--- src/rtl/irq_unit_pkg.sv ---
package irq_unit_pkg;
  localparam int REG_W    = 16;
  localparam int NUM_SRC  = 8;
  localparam int NUM_GEN  = 5;
  localparam int IDX_W    = 3;
  localparam int THR_W    = 5;
  localparam int SRC_LIM  = 0;
  localparam int SRC_SEQ  = 1;
  localparam int SRC_FIFO = 2;
  localparam int SRC_GEN0 = 3;

  // Field layout of the enable register, most significant first.
  typedef struct packed {
    logic [THR_W-1:0]   fifo_thr;   // bits 15:11
    logic [IDX_W-1:0]   seq_match;  // bits 10:8
    logic [NUM_SRC-1:0] mask;       // bits 7:0
  } irq_en_t;
endpackage

--- src/rtl/irq_thresh_detect.sv ---
module irq_thresh_detect
  import irq_unit_pkg::*;
#(
  parameter int CNT_W = 6
) (
  input  logic             clk,
  input  logic             rst_n,
  input  irq_en_t          en,
  input  logic             seq_step,
  input  logic [IDX_W-1:0] seq_index,
  input  logic [CNT_W-1:0] fifo_count,
  output logic             seq_hit,
  output logic             fifo_hit
);
  localparam int PAD_W = CNT_W - THR_W;

  logic [CNT_W-1:0] count_prev;
  logic [CNT_W-1:0] thr_ext;
  logic             thr_valid;

  always_ff @(posedge clk or negedge rst_n) begin
    if (!rst_n) count_prev <= '0;
    else        count_prev <= fifo_count;
  end

  assign thr_ext   = {{PAD_W{1'b0}}, en.fifo_thr};
  assign thr_valid = (en.fifo_thr != '0);

  always_comb begin
    seq_hit  = seq_step && (seq_index == en.seq_match);
    fifo_hit = thr_valid && (fifo_count == thr_ext) && (count_prev != fifo_count);
  end
endmodule

--- src/rtl/irq_flag_bank.sv ---
module irq_flag_bank #(
  parameter int N = 8
) (
  input  logic         clk,
  input  logic         rst_n,
  input  logic [N-1:0] set_i,
  input  logic         clr_i,
  output logic [N-1:0] flags_o
);
  for (genvar i = 0; i < N; i++) begin : g_flag
    always_ff @(posedge clk or negedge rst_n) begin
      if (!rst_n) flags_o[i] <= 1'b0;
      else        flags_o[i] <= set_i[i] | (flags_o[i] & ~clr_i);
    end
  end
endmodule

--- src/rtl/irq_reg_if.sv ---
module irq_reg_if
  import irq_unit_pkg::*;
#(
  parameter int              ADDR_W   = 4,
  parameter logic [ADDR_W-1:0] ADDR_EN  = 4'h4,
  parameter logic [ADDR_W-1:0] ADDR_STS = 4'h5
) (
  input  logic               clk,
  input  logic               rst_n,
  input  logic               wr_en,
  input  logic               rd_en,
  input  logic [ADDR_W-1:0]  addr,
  input  logic [REG_W-1:0]   wdata,
  input  logic [NUM_SRC-1:0] flags,
  output irq_en_t            en_q,
  output logic               sts_clr,
  output logic [REG_W-1:0]   rdata,
  output logic               rd_valid
);
  localparam int PAD_W = REG_W - NUM_SRC;

  logic [REG_W-1:0] rd_mux;

  always_ff @(posedge clk or negedge rst_n) begin
    if (!rst_n)                         en_q <= '0;
    else if (wr_en && addr == ADDR_EN)  en_q <= wdata;
  end

  always_comb begin
    unique case (addr)
      ADDR_EN:  rd_mux = en_q;
      ADDR_STS: rd_mux = {{PAD_W{1'b0}}, flags};
      default:  rd_mux = '0;
    endcase
  end

  assign sts_clr = rd_en && (addr == ADDR_STS);

  always_ff @(posedge clk or negedge rst_n) begin
    if (!rst_n) begin
      rdata    <= '0;
      rd_valid <= 1'b0;
    end else begin
      rd_valid <= rd_en;
      if (rd_en) rdata <= rd_mux;
    end
  end
endmodule

--- src/rtl/irq_unit.sv ---
module irq_unit
  import irq_unit_pkg::*;
#(
  parameter int ADDR_W = 4,
  parameter int CNT_W  = 6
) (
  input  logic                clk,
  input  logic                rst_n,
  input  logic                wr_en,
  input  logic                rd_en,
  input  logic [ADDR_W-1:0]   addr,
  input  logic [REG_W-1:0]    wdata,
  output logic [REG_W-1:0]    rdata,
  output logic                rd_valid,
  input  logic                limit_evt,
  input  logic                seq_step,
  input  logic [IDX_W-1:0]    seq_index,
  input  logic [CNT_W-1:0]    fifo_count,
  input  logic [NUM_GEN-1:0]  gen_evt,
  output logic                irq
);
  irq_en_t            en_q;
  logic [REG_W-1:0]   en_bits;
  logic [NUM_SRC-1:0] flags_q;
  logic [NUM_SRC-1:0] src_set;
  logic               sts_clr;
  logic               seq_hit;
  logic               fifo_hit;

  assign en_bits = en_q;

  irq_reg_if #(.ADDR_W(ADDR_W)) u_regs (
    .clk(clk), .rst_n(rst_n), .wr_en(wr_en), .rd_en(rd_en), .addr(addr),
    .wdata(wdata), .flags(flags_q), .en_q(en_q), .sts_clr(sts_clr),
    .rdata(rdata), .rd_valid(rd_valid)
  );

  irq_thresh_detect #(.CNT_W(CNT_W)) u_thresh (
    .clk(clk), .rst_n(rst_n), .en(en_q), .seq_step(seq_step),
    .seq_index(seq_index), .fifo_count(fifo_count),
    .seq_hit(seq_hit), .fifo_hit(fifo_hit)
  );

  always_comb begin
    src_set           = '0;
    src_set[SRC_LIM]  = limit_evt;
    src_set[SRC_SEQ]  = seq_hit;
    src_set[SRC_FIFO] = fifo_hit;
    for (int k = 0; k < NUM_GEN; k++) src_set[SRC_GEN0 + k] = gen_evt[k];
  end

  irq_flag_bank #(.N(NUM_SRC)) u_flags (
    .clk(clk), .rst_n(rst_n), .set_i(src_set), .clr_i(sts_clr), .flags_o(flags_q)
  );

  assign irq = |(flags_q & en_q.mask);
endmodule

--- config.mk ---
export PLATFORM = sky130hd
export DESIGN_NAME = irq_unit
export DESIGN_NICKNAME = d
export VERILOG_FILES = /design/src/rtl/irq_unit_pkg.sv /design/src/rtl/irq_thresh_detect.sv /design/src/rtl/irq_flag_bank.sv /design/src/rtl/irq_reg_if.sv /design/src/rtl/irq_unit.sv
export SDC_FILE = /design/constraint.sdc
export NUM_CORES = 1
export LEC_CHECK = 0
export BUFFER_PORTS_ARGS = -buffer_cell sky130_fd_sc_hd__clkbuf_2
export CAP_MARGIN = 15
export CORE_MARGIN = 2
export CORE_UTILIZATION = 50
export DETAILED_ROUTE_END_ITERATION = 10
export MAX_ROUTING_LAYER = met4
export PLACE_DENSITY_LB_ADDON = 0.25
export SYNTH_ARGS = -nofsm -noshare
export SYNTH_HDL_FRONTEND = slang
export SYNTH_SLANG_ARGS = --single-unit
--- constraint.sdc ---
create_clock -name clk -period 1.4 [get_ports clk]
set_input_delay 0.21 -clock clk [delete_from_list [all_inputs] [get_ports clk]]
set_output_delay 0.21 -clock clk [all_outputs]
set_load 0.02 [all_outputs]
==> summary.txt <==
Final layout
  • N_diodes: 0
  • Layout cell share with drive strength beyond 1: 49.04%
  • Commonest non-fill, non-tap cells in the layout: 56 x clkbuf_2, 47 x dfrtp_1, 14 x buf_4
  • Final core area utilization: 68.48%
  • Area Growth Syn to Fin: 30.05%
  • Fin nets: 247
  • Non-Filler Instances: 256
  • Leading cell type in the layout, fill and taps excluded: clkbuf_2

STA
  • Worst-Margin Slew: 0.3113 ns
  • Final hold vios: 0
  • Relative slew slack: 79.25%
  • Period utilization: 99.74%
  • Total Neg Setup Slack: 0 ns
  • Final setup fails: 0
  • Number of max-slew violations in the final report: 0
  • Fmax: 716.1 MHz
  • RSZ-0062 raised after global routing: true
  • Clock Skews: 0.005285 ns
  • Final min period: 1.396 ns

Clock network
  • CTS buffer count: 5
  • Max clock buf depth: 2
  • Clk_lat worst skew: 0.29 ns
  • CTS H-tree depth: 2
  • Clock root buffer: clkbuf_8
  • TritonCTS sink count: 47
  • CTS clock-pin slew for the worst setup and hold paths: 0.08 ns
  • CTS tree: built

Setup path
  • Crit path kind: flip-flop to output port
  • CP required: 1.19 ns
  • Setup crit end kind: output port
  • Worst Path Arrival: 1.19 ns
  • Crit Path Max Fanout: 2
  • Crit path launch type: flip-flop

Pwr
  • Tot Pwr: 3.305 mW
  • Leak Pwr: 1.282 nW
  • Power per cell area: 1298 nW/µm²
  • Peak supply drop: 0.0008413 V

Job
  • Max Cap Viol: 0

Floorplan
  • Starting Density: 52.66%
  • Rows: 22
  • Die height: 66.56 µm
  • Die ar.: 4430 µm²
  • Die X: 66.56 µm
  • I/O pin count: 58
  • Core area: 3716 µm²

Logic synthesis
  • Top_reg_cell synth: dfrtp_1
  • Syn Std Cell Area: 1957 µm²
  • Post-synthesis sequential area ratio: 60.10%
  • Ys Warns: 0
  • Post-synth cell types: 27
  • Cell count after synthesis: 131
  • Syn_area_per_cell: 14.94 µm²
  • Fraction of registers with async set/reset: 100.0%
  • Post-synth EDFFs: 0
  • Post-synth net total: 171
  • FF+latch count, synth: 47

Detailed routing
  • Detailed-route via count: 1354
  • DRT met1 WL: 1758 µm
  • Residual DRC: 0
  • Metal2 WL: 2145 µm
  • Drt first pass iters: 4
  • Total wire length: 4132 µm
  • DR WL/cell: 16.14 µm
  • DR iter-0 viols: 52
  • Max layer used: met4
  • Antenna Nets Post-Route: 0
  • Met3 WL: 212 µm
  • Vias per std cell: 5.289

Place
  • Input/output buffers: 57
  • DP Wirelength: 2935 µm
  • GPL Wtd Cong: 0.7663
  • Inst Count DP: 238

Global routing
  • Largest net degree at the start of global routing: 48
  • Vias in the first global route: 1395
  • Initial antenna violation count: 0
  • GR Util All Layers: 21.11%
  • Overflow after GRT: 0
  • First-pass GRT wire length: 6630 µm

Hold path
  • HP Class: input port to flip-flop

Run status
  • Outcome: complete, no violations
==> routing by layer <==
metal / GRT usage, % / vias to the layer above
met3: 4.054 / 2
li1: - / 635
met5: - / -
met1: 26.35 / 675
met2: 36.00 / 42
met4: 4.592 / 0
==> where the power goes <==
group	internal, mW	leakage (nW)	switching [mW]
logic	0.379	0.644	0.243
clock network	0.578	0.0612	0.425
registers	1.52	0.576	0.159
total	2.48	1.28	0.827
==> stage by stage <==
step | hold slack, ns | worst slack [ns] | cell area (µm²)
global route | 0.06494 | -0.04247 | 2545
global placement | 0.2109 | 0.02043 | 2332
CTS | 0.06488 | -0.003286 | 2517
floorplan | -0.08559 | 0.2008 | 1957
detailed placement | 0.2130 | -0.02829 | 2332
finish | 0.07122 | 0.003610 | 2545
==> state kept, by name, indices dropped and copies added (netlist names) <==
name                 count
u_regs.en_q             16
u_regs.rdata            16
u_flags.flags_o          8
u_thresh.count_prev      6
u_regs.rd_valid          1
==> worst max-delay path, cell delays in order, from the launching register on <==
cell and delay (ns):
dfrtp_1 0.41, a22oi_2 0.21, nand4_1 0.11, buf_4 0.17
==> area by class of cell <==
| type | instances | area, µm² |
|---|---|---|
| Sequential cell | 47 | 1176 |
| Fill cell | 294 | 1171 |
| Multi-Input combinational cell | 80 | 772.0 |
| Timing Repair Buffer | 72 | 415.4 |
| Clock buffer | 6 | 82.58 |
| Tap cell | 48 | 60.06 |
| Clock inverter | 2 | 35.03 |
| Inverter | 1 | 3.754 |
==> logic make-up (layout without fill, tap and decap cells) <==
logic type,count (synthesis),count (layout),synth area share [%]
buffers and inverters,4,81,1.214
DFF,47,47,60.10
muxes,24,24,15.22
and+or+nand+nor,14,14,5.499
xor gates and xnor gates,13,13,5.818
AOI/OAI and AO/OA,29,29,12.15
==> cells in the mapped netlist, types with 2 or more instances <==
cell       count  share of area, %
nor2_1         2              0.38
xnor2_1        8               3.6
xor2_1         5               2.2
mux2i_1        8               4.1
mux2_2         6               3.5
o2bb2ai_1      8               3.6
nor3_1         2              0.51
nand4_1        3              0.96
dfrtp_1       47                60
a22o_1         8               3.6
mux2_4        10               7.7
a22oi_1        4               1.5
a21o_1         6               2.3
==> worst paths after layout <==
path / startpoint / endpoint / slack [ns] / cells past startpoint
hold reg to reg: u_regs.rdata[6] / u_regs.rdata[6] / 0.49 / 1
setup reg to reg: u_regs.en_q[13] / u_flags.flags_o[2] / 0.27 / 4
setup / recovery: u_regs.en_q[1] / irq / 0.004 / 3
hold / removal: fifo_count[5] / u_thresh.count_prev[5] / 0.07 / 1
max in group asynchronous: rst_n / u_thresh.count_prev[3] / 0.74 / 3
min in group asynchronous: rst_n / u_regs.rdata[3] / 0.43 / 3
==> timing repair <==
item,CTS,global route
hold buffers,1,0
cloned,0,0
pin swaps,1,0
gates resized for setup,3,2
buffers inserted,6,3
hold endpoints to repair,47,0
setup endpoints to repair,1,1
Power figures use the tool's default switching activity.
